File: src/rtl/rwg_pkg.sv
package rwg_pkg;

   localparam int BYTE_W = 8;

   typedef enum logic [1:0] {
      RG_NONE,
      RG_STATUS,
      RG_TIME,
      RG_CTRL
   } rwg_region_e;

   typedef enum logic [2:0] {
      PH_IDLE,
      PH_DEV,
      PH_ADDR,
      PH_DATA,
      PH_READ,
      PH_SKIP
   } rwg_phase_e;

   localparam logic [BYTE_W-1:0] SR_ARM_WEL  = 8'h02;
   localparam logic [BYTE_W-1:0] SR_ARM_BOTH = 8'h06;
   localparam logic [BYTE_W-1:0] SR_DISARM   = 8'h00;

endpackage

File: src/rtl/rwg_region_dec.sv
module rwg_region_dec
   import rwg_pkg::*;
#(
   parameter logic [7:0] STATUS_ADDR = 8'h3F,
   parameter logic [7:0] TIME_BASE   = 8'h30,
   parameter int         TIME_LEN    = 8,
   parameter logic [7:0] CTRL_BASE   = 8'h10,
   parameter int         CTRL_LEN    = 5
) (
   input  logic [BYTE_W-1:0] addr,
   output rwg_region_e       region,
   output logic [BYTE_W-1:0] offset
);

   localparam int TIME_LAST = int'(TIME_BASE) + TIME_LEN - 1;
   localparam int CTRL_LAST = int'(CTRL_BASE) + CTRL_LEN - 1;

   always_comb begin
      region = RG_NONE;
      offset = '0;
      if (addr == STATUS_ADDR) begin
         region = RG_STATUS;
      end else if (int'(addr) >= int'(TIME_BASE) && int'(addr) <= TIME_LAST) begin
         region = RG_TIME;
         offset = addr - TIME_BASE;
      end else if (int'(addr) >= int'(CTRL_BASE) && int'(addr) <= CTRL_LAST) begin
         region = RG_CTRL;
         offset = addr - CTRL_BASE;
      end
   end

endmodule

File: src/rtl/rwg_latches.sv
module rwg_latches
   import rwg_pkg::*;
(
   input  logic              clk,
   input  logic              rst_n,
   input  logic              sr_wr,
   input  logic [BYTE_W-1:0] sr_val,
   input  logic              clr_rwel,
   output logic              wel,
   output logic              rwel
);

   always_ff @(posedge clk or negedge rst_n) begin
      if (!rst_n) begin
         wel  <= 1'b0;
         rwel <= 1'b0;
      end else if (sr_wr) begin
         case (sr_val)
            SR_ARM_WEL:  wel <= 1'b1;
            SR_ARM_BOTH: begin
               wel  <= 1'b1;
               rwel <= 1'b1;
            end
            SR_DISARM: begin
               wel  <= 1'b0;
               rwel <= 1'b0;
            end
            default: ;
         endcase
      end else if (clr_rwel) begin
         rwel <= 1'b0;
      end
   end

endmodule

File: src/rtl/rwg_stage.sv
module rwg_stage
   import rwg_pkg::*;
#(
   parameter int DEPTH = 8,
   parameter int CNT_W = $clog2(DEPTH + 1)
) (
   input  logic              clk,
   input  logic              rst_n,
   input  logic              wr_en,
   input  logic [CNT_W-1:0]  wr_idx,
   input  logic [BYTE_W-1:0] wr_data,
   input  logic              load,
   input  logic [CNT_W-1:0]  load_cnt,
   input  logic [BYTE_W-1:0] load_addr,
   output logic [BYTE_W-1:0] first_byte,
   output logic              beat_valid,
   output logic [BYTE_W-1:0] beat_addr,
   output logic [BYTE_W-1:0] beat_data
);

   logic [BYTE_W-1:0] slot_q [DEPTH];
   logic [CNT_W-1:0]  idx_q;
   logic [CNT_W-1:0]  left_q;
   logic [BYTE_W-1:0] base_q;

   for (genvar s = 0; s < DEPTH; s++) begin : g_slot
      always_ff @(posedge clk or negedge rst_n) begin
         if (!rst_n) begin
            slot_q[s] <= '0;
         end else if (wr_en && wr_idx == CNT_W'(s)) begin
            slot_q[s] <= wr_data;
         end
      end
   end

   always_ff @(posedge clk or negedge rst_n) begin
      if (!rst_n) begin
         idx_q  <= '0;
         left_q <= '0;
         base_q <= '0;
      end else if (load) begin
         idx_q  <= '0;
         left_q <= load_cnt;
         base_q <= load_addr;
      end else if (left_q != '0) begin
         idx_q  <= idx_q + 1'b1;
         left_q <= left_q - 1'b1;
      end
   end

   always_comb begin
      beat_data = '0;
      for (int s = 0; s < DEPTH; s++) begin
         if (idx_q == CNT_W'(s)) beat_data = slot_q[s];
      end
   end

   assign first_byte = slot_q[0];
   assign beat_valid = (left_q != '0);
   assign beat_addr  = base_q + BYTE_W'(idx_q);

endmodule

File: src/rtl/rwg_busy.sv
module rwg_busy #(
   parameter int BUSY_CYCLES = 1000
) (
   input  logic clk,
   input  logic rst_n,
   input  logic start,
   output logic busy
);

   if (BUSY_CYCLES == 1) begin : g_single
      always_ff @(posedge clk or negedge rst_n) begin
         if (!rst_n) busy <= 1'b0;
         else        busy <= start;
      end
   end else begin : g_count
      localparam int BW = $clog2(BUSY_CYCLES + 1);
      logic [BW-1:0] left_q;
      always_ff @(posedge clk or negedge rst_n) begin
         if (!rst_n)              left_q <= '0;
         else if (start)          left_q <= BW'(BUSY_CYCLES);
         else if (left_q != '0)   left_q <= left_q - 1'b1;
      end
      assign busy = (left_q != '0);
   end

endmodule

File: src/rtl/reg_write_guard.sv
module reg_write_guard
   import rwg_pkg::*;
#(
   parameter logic [6:0] SLAVE_ID    = 7'b1101111,
   parameter logic [7:0] STATUS_ADDR = 8'h3F,
   parameter logic [7:0] TIME_BASE   = 8'h30,
   parameter int         TIME_LEN    = 8,
   parameter logic [7:0] CTRL_BASE   = 8'h10,
   parameter int         CTRL_LEN    = 5,
   parameter int         BUSY_CYCLES = 1000
) (
   input  logic       clk,
   input  logic       rst_n,
   input  logic       ev_start,
   input  logic       ev_stop,
   input  logic       ev_abort,
   input  logic       ev_byte,
   input  logic [7:0] ev_data,
   output logic       ack_valid,
   output logic       ack,
   output logic       wel,
   output logic       rwel,
   output logic       busy,
   output logic       commit_valid,
   output logic [7:0] commit_addr,
   output logic [7:0] commit_data
);

   localparam int DEPTH = (TIME_LEN > CTRL_LEN) ? TIME_LEN : CTRL_LEN;
   localparam int CNT_W = $clog2(DEPTH + 1);

   if (TIME_LEN < 1 || CTRL_LEN < 1) begin : g_bad_len
      $error("bank lengths must be at least one byte");
   end
   if (BUSY_CYCLES < 1) begin : g_bad_busy
      $error("BUSY_CYCLES must be at least one");
   end
   if (int'(TIME_BASE) + TIME_LEN > 256 || int'(CTRL_BASE) + CTRL_LEN > 256) begin : g_bad_span
      $error("bank exceeds the byte address space");
   end
   if (!(int'(CTRL_BASE) + CTRL_LEN <= int'(TIME_BASE) ||
         int'(TIME_BASE) + TIME_LEN <= int'(CTRL_BASE))) begin : g_bad_overlap
      $error("time and control banks overlap");
   end

   rwg_phase_e        phase_q;
   logic [7:0]        addr_q;
   logic [CNT_W-1:0]  count_q;
   logic              ovf_q;
   logic              ack_valid_q;
   logic              ack_q;

   rwg_region_e       region;
   logic [7:0]        offset;
   logic [7:0]        first_byte;
   logic              id_match;
   logic              full;
   logic              at_stop;
   logic              legal_sr;
   logic              legal_time;
   logic              legal_ctrl;
   logic              commit_go;
   logic              sr_wr;
   logic              busy_go;
   logic              stage_wr;

   rwg_region_dec #(
      .STATUS_ADDR (STATUS_ADDR),
      .TIME_BASE   (TIME_BASE),
      .TIME_LEN    (TIME_LEN),
      .CTRL_BASE   (CTRL_BASE),
      .CTRL_LEN    (CTRL_LEN)
   ) i_dec (
      .addr   (addr_q),
      .region (region),
      .offset (offset)
   );

   assign id_match = (ev_data[7:1] == SLAVE_ID);
   assign full     = (count_q == CNT_W'(DEPTH));
   assign stage_wr = ev_byte && !ev_start && !ev_abort && !ev_stop &&
                     (phase_q == PH_DATA) && !full;

   assign at_stop    = ev_stop && !ev_start && !ev_abort && (phase_q == PH_DATA) && !ovf_q;
   assign legal_sr   = (region == RG_STATUS) && (count_q == CNT_W'(1));
   assign legal_time = (region == RG_TIME) && (offset == 8'd0) &&
                       (count_q == CNT_W'(TIME_LEN));
   assign legal_ctrl = (region == RG_CTRL) && (count_q != '0) &&
                       ((int'(offset) + int'(count_q)) <= CTRL_LEN);

   assign sr_wr     = at_stop && legal_sr;
   assign commit_go = at_stop && (legal_time || legal_ctrl) && wel && rwel;
   assign busy_go   = commit_go && (region == RG_CTRL);

   always_ff @(posedge clk or negedge rst_n) begin
      if (!rst_n) begin
         phase_q     <= PH_IDLE;
         addr_q      <= '0;
         count_q     <= '0;
         ovf_q       <= 1'b0;
         ack_valid_q <= 1'b0;
         ack_q       <= 1'b0;
      end else begin
         ack_valid_q <= 1'b0;
         ack_q       <= 1'b0;
         if (ev_start) begin
            phase_q <= PH_DEV;
            count_q <= '0;
            ovf_q   <= 1'b0;
         end else if (ev_abort) begin
            if (phase_q != PH_IDLE) phase_q <= PH_SKIP;
         end else if (ev_stop) begin
            phase_q <= PH_IDLE;
         end else if (ev_byte) begin
            case (phase_q)
               PH_DEV: begin
                  ack_valid_q <= 1'b1;
                  if (id_match && ev_data[0]) begin
                     ack_q   <= 1'b1;
                     phase_q <= PH_READ;
                  end else if (id_match && !busy) begin
                     ack_q   <= 1'b1;
                     phase_q <= PH_ADDR;
                  end else begin
                     phase_q <= PH_SKIP;
                  end
               end
               PH_ADDR: begin
                  ack_valid_q <= 1'b1;
                  ack_q       <= 1'b1;
                  addr_q      <= ev_data;
                  phase_q     <= PH_DATA;
               end
               PH_DATA: begin
                  ack_valid_q <= 1'b1;
                  if (!full) begin
                     ack_q   <= 1'b1;
                     count_q <= count_q + 1'b1;
                  end else begin
                     ovf_q <= 1'b1;
                  end
               end
               default: ;
            endcase
         end
      end
   end

   rwg_stage #(
      .DEPTH (DEPTH),
      .CNT_W (CNT_W)
   ) i_stage (
      .clk        (clk),
      .rst_n      (rst_n),
      .wr_en      (stage_wr),
      .wr_idx     (count_q),
      .wr_data    (ev_data),
      .load       (commit_go),
      .load_cnt   (count_q),
      .load_addr  (addr_q),
      .first_byte (first_byte),
      .beat_valid (commit_valid),
      .beat_addr  (commit_addr),
      .beat_data  (commit_data)
   );

   rwg_latches i_latch (
      .clk      (clk),
      .rst_n    (rst_n),
      .sr_wr    (sr_wr),
      .sr_val   (first_byte),
      .clr_rwel (commit_go),
      .wel      (wel),
      .rwel     (rwel)
   );

   rwg_busy #(
      .BUSY_CYCLES (BUSY_CYCLES)
   ) i_busy (
      .clk   (clk),
      .rst_n (rst_n),
      .start (busy_go),
      .busy  (busy)
   );

   assign ack_valid = ack_valid_q;
   assign ack       = ack_q;

endmodule

File: config.mk
export PLATFORM = sky130hd
export DESIGN_NAME = reg_write_guard
export DESIGN_NICKNAME = d
export VERILOG_FILES = /design/src/rtl/rwg_pkg.sv /design/src/rtl/rwg_region_dec.sv /design/src/rtl/rwg_latches.sv /design/src/rtl/rwg_stage.sv /design/src/rtl/rwg_busy.sv /design/src/rtl/reg_write_guard.sv
export SDC_FILE = /design/constraint.sdc
export NUM_CORES = 1
export LEC_CHECK = 0
export CAP_MARGIN = 30
export CORE_MARGIN = 10
export CORE_UTILIZATION = 54
export DETAILED_ROUTE_END_ITERATION = 7
export HOLD_SLACK_MARGIN = 0.15
export PLACE_DENSITY = 0.81
export SYNTH_ARGS = -nofsm -noshare
export SYNTH_HDL_FRONTEND = slang
export SYNTH_SLANG_ARGS = --single-unit
export TNS_END_PERCENT = 5
File: constraint.sdc
create_clock -name clk -period 3.7 [get_ports clk]
set_input_delay 0.555 -clock clk [delete_from_list [all_inputs] [get_ports clk]]
set_output_delay 0.555 -clock clk [all_outputs]
set_load 0.02 [all_outputs]
==> flow_summary_export.csv <==
group,metric,value,unit
clock_tree,clock_insertion_delay_worst_skew,0.39,ns
logic_synthesis,netlist.top_cell.by_area,"sky130_fd_sc_hd__dfrtp_1",
floorplan,io_pins,36,
floorplan,die-height,125.0,um
critical_path,critical-path-slowest-cell,"sky130_fd_sc_hd__fa_1",
critical_path,cp-end-kind,"register",
sta,tightest_slew,0.6483,ns
routing,num_vias,4643,
sta,final_report_max_slew_violation_count,0,
floorplan,die_w,125.0,um
floorplan,fp-row-count,38,
job,drv.max_cap_violation_count,0,
logic_synthesis,postSynth.topFlopCell,"sky130_fd_sc_hd__dfrtp_1",
floorplan,core_area,10790,sq um
cells_and_area,area_of_the_multi_input_gates,3064,sq um
pwr,power.total,2.083,mW
sta,max_fclk,254.9,MHz
sta,final.setup.worst_slack,-0.2238,ns
status,violated_checks,"negative setup slack",
cells_and_area,antennaDiodeCount,0,
cells_and_area,fillers,815,
placement,gp_routability_congestion,0.9051,
grt,grt.overflow.total,0,
routing,ant_nets,0,
critical_path,cpPeakStageDelay,0.59,ns
sta,post-route-period-util,106.0,%
cells_and_area,final_common_cell,"sky130_fd_sc_hd__dfrtp_1",
cells_and_area,synthToLayoutAreaGrowth,16.45,%
routing,wl_per_cell,18.63,um
critical_path,crit_type,"reg -> reg",
logic_synthesis,yosysUniqueCellTypes,61,
sta,final.min_clock_period,3.924,ns
logic_synthesis,syn-cell-area,5949,sq um
clock_tree,cts.clk_slew.worst_paths,0.10,ns
logic_synthesis,synth_fp_nets,613,
sta,finalSetupViolCount,25,
grt,grt_pass1_wl,23120,um
routing,drt_pass1_iterations,5,
critical_path,crit_fanout,4,
clock_tree,cts_sinks,110,
critical_path,cp_cell_instances,"buf_6 > ha_4 > o21a_1 > o21a_1 > nor2_1 > nand4_1 > a21oi_2 > and2_4 > ha_4 > inv_2 > fa_1 > nor2_2 > a2111oi_4 > a21oi_2 > o31a_1 > buf_6 > nor4_4 > buf_4 > a22o_1",
pwr,leakage,3.054,nW
routing,routed_via_density,6.014,
logic_synthesis,ys_ff_latch,110,
routing,routed_wirelength,14390,um
logic_synthesis,synthesis.area_per_instance,10.35,sq um
clock_tree,clock-root-buffer,"sky130_fd_sc_hd__clkbuf_8",
placement,port_buffers,35,
sta,fin_worst_skew,0.005564,ns
clock_tree,clock_tree.buffer_depth,2,
grt,grt_usage,17.76,%
grt,grt_start_max_net_pins,51,
critical_path,worstPathArrival,4.25,ns
cells_and_area,regArea,2754,sq um
logic_synthesis,synth_edf_count,0,
logic_synthesis,synth_top_area_share,46.27,%
critical_path,timing.critical_path.required,4.03,ns
pwr,max-vdd-ir-drop,253.4,uV
cells_and_area,drive_above_1_share,23.73,%
cells_and_area,layout_common_cells,"109 x sky130_fd_sc_hd__dfrtp_1, 63 x sky130_fd_sc_hd__mux2_2, 46 x sky130_fd_sc_hd__nand2_1",
logic_synthesis,yosysWarnings,0,
logic_synthesis,synthCells,575,
clock_tree,cts-buffers-inserted,9,
placement,hpwlAfterDp,10110,um
hold_path,worst_hold_path_type,"in -> async",
sta,report.final.hold_viol_count,0,
logic_synthesis,ys_async_sr_fraction,100.0,%
placement,place_ws,-0.3615,ns
sta,timing.max_slew.rel_slack,56.78,%
sta,grt_setup_unrepaired,"true",
clock_tree,cts_htree_levels,3,
routing,drc_marker_count_from_the_first_detailed_route_iteration,311,
logic_synthesis,synth_sequential_area_ratio,46.27,%
clock_tree,tritoncts,"done",
grt,initial_antenna_violation_count,0,
logic_synthesis,ys_top_cells_by_area,"sky130_fd_sc_hd__dfrtp_1 46%, sky130_fd_sc_hd__mux2_2 12%, sky130_fd_sc_hd__ha_1 4.6%",
clock_tree,ctsHoldBuffers,0,
critical_path,startpoint_type,"register",
grt,first_global_vias,4623,
routing,drcViolationCount,0,
cells_and_area,fin_nets,665,
pwr,power.density,300.7,nW/um^2
status,outcome,"complete, but fails checks",
floorplan,initial_core_util,55.12,%
floorplan,full_die_area,15620,sq um
-- flip-flops by register name, summed over array words and instances (netlist names) --
signal,flops
ovf_q,1
i_stage.first_byte,8
i_stage.base_q,8
i_latch.wel,1
ack_valid,1
phase_q,3
i_stage.slot_q,56
ack,1
i_latch.rwel,1
i_busy.g_count.left_q,10
i_stage.left_q,4
addr_q,8
count_q,4
i_stage.idx_q,4
-- cell families (layout without fill, tap and decap cells) --
group                    count (synthesis)  in the layout  share of synthesized area [%]
adder cells (fa/ha/maj)                 24             24                          5.300
buffers and inverters                   57            114                          3.974
AO/OA/AOI/OAI                          118            118                          13.02
flip-flops                             110            110                          46.27
XOR/XNOR                                22             22                          3.239
multiplexers                            66             66                          12.45
AND/OR/NAND/NOR                        178            178                          15.75
-- final timing paths --
| path | end | startpoint | depth (start not counted) | slack, ns |
|---|---|---|---|---|
| max in group asynchronous | addr_q[5] | rst_n | 2 | 2.62 |
| worst min-delay path | i_stage.left_q[2] | rst_n | 1 | 0.18 |
| worst max-delay path | i_stage.base_q[1] | addr_q[4] | 19 | -0.22 |
| worst min register to register | i_stage.slot_q[0] | i_stage.slot_q[0] | 2 | 0.49 |
| min in group clk | i_stage.slot_q[0] | i_stage.slot_q[0] | 2 | 0.49 |
| worst max register to register | i_stage.base_q[1] | addr_q[4] | 19 | -0.22 |
-- power by group --
group          internal, mW  switching, mW
Combinational        0.0203         0.0500
Clock                 0.399          0.409
Sequential             1.20        0.00248
Total                  1.62          0.461
-- critical path: cells and delay by family (launching register included) --
family,cells,cell delay [ns]
flip-flops,1,0.41
buffers and inverters,4,0.49
AO/OA/AOI/OAI,7,1.32
AND/OR/NAND/NOR,5,0.77
adder cells (fa/ha/maj),3,0.88
-- cell usage after synthesis (all sizes together) (3+ instances only) --
master / n
a211oi: 3
a21oi: 32
a221oi: 16
a22o: 4
and2: 4
buf: 7
clkbuf: 20
dfrtp: 110
ha: 22
inv: 29
mux2: 64
nand2: 51
nand2b: 12
nand3: 7
nand4: 6
nor2: 45
nor2b: 6
nor3: 7
nor3b: 4
nor4: 14
o21ai: 35
o22ai: 8
o2bb2ai: 3
or2: 3
or3: 8
xnor2: 14
xor2: 8
-- routing by layer --
| layer | share of wire [%] | track usage [%] | up-vias | routed length, um |
|---|---|---|---|---|
| li1 | - | - | 2144 | - |
| met1 | 43 | 22.27 | 2336 | 6164 |
| met2 | 50 | 30.30 | 135 | 7226 |
| met3 | 5.1 | 3.042 | 28 | 734 |
| met4 | 1.8 | 5.962 | 0 | 260 |
| met5 | 0 | 0 | - | 0 |
-- final cells by class --
class,instances,share of cell area [%]
clock buffers,12,2.095
flip-flops and latches,110,39.75
well taps,140,2.528
clock inverters,4,1.011
multi-input cells,408,44.23
inverters,30,1.625
repair buffers,68,8.759
-- per-stage QoR --
stage	instance area, sq um	TNS [ns]	instances	utilization, %	hold slack (ns)
after detailed placement	6540	-6.892	748	60.60	0.4722
after floorplan	5953	-0.09787	575	-	0.2594
final	6928	-3.616	772	64.19	0.1822
after global routing	6928	-7.340	772	64.19	0.2455
after global placement	6540	-1.168	748	60.60	0.4548
after CTS	6783	-2.038	765	62.84	0.2178
-- what timing repair did --
| item | in CTS | in global routing |
|---|---|---|
| resized for setup | 6 | 27 |
| pin swaps | 1 | 13 |
| buffers inserted | 1 | 7 |
| setup endpoints to repair | 29 | 35 |
No activity file was read; power rests on OpenSTA's default activity.
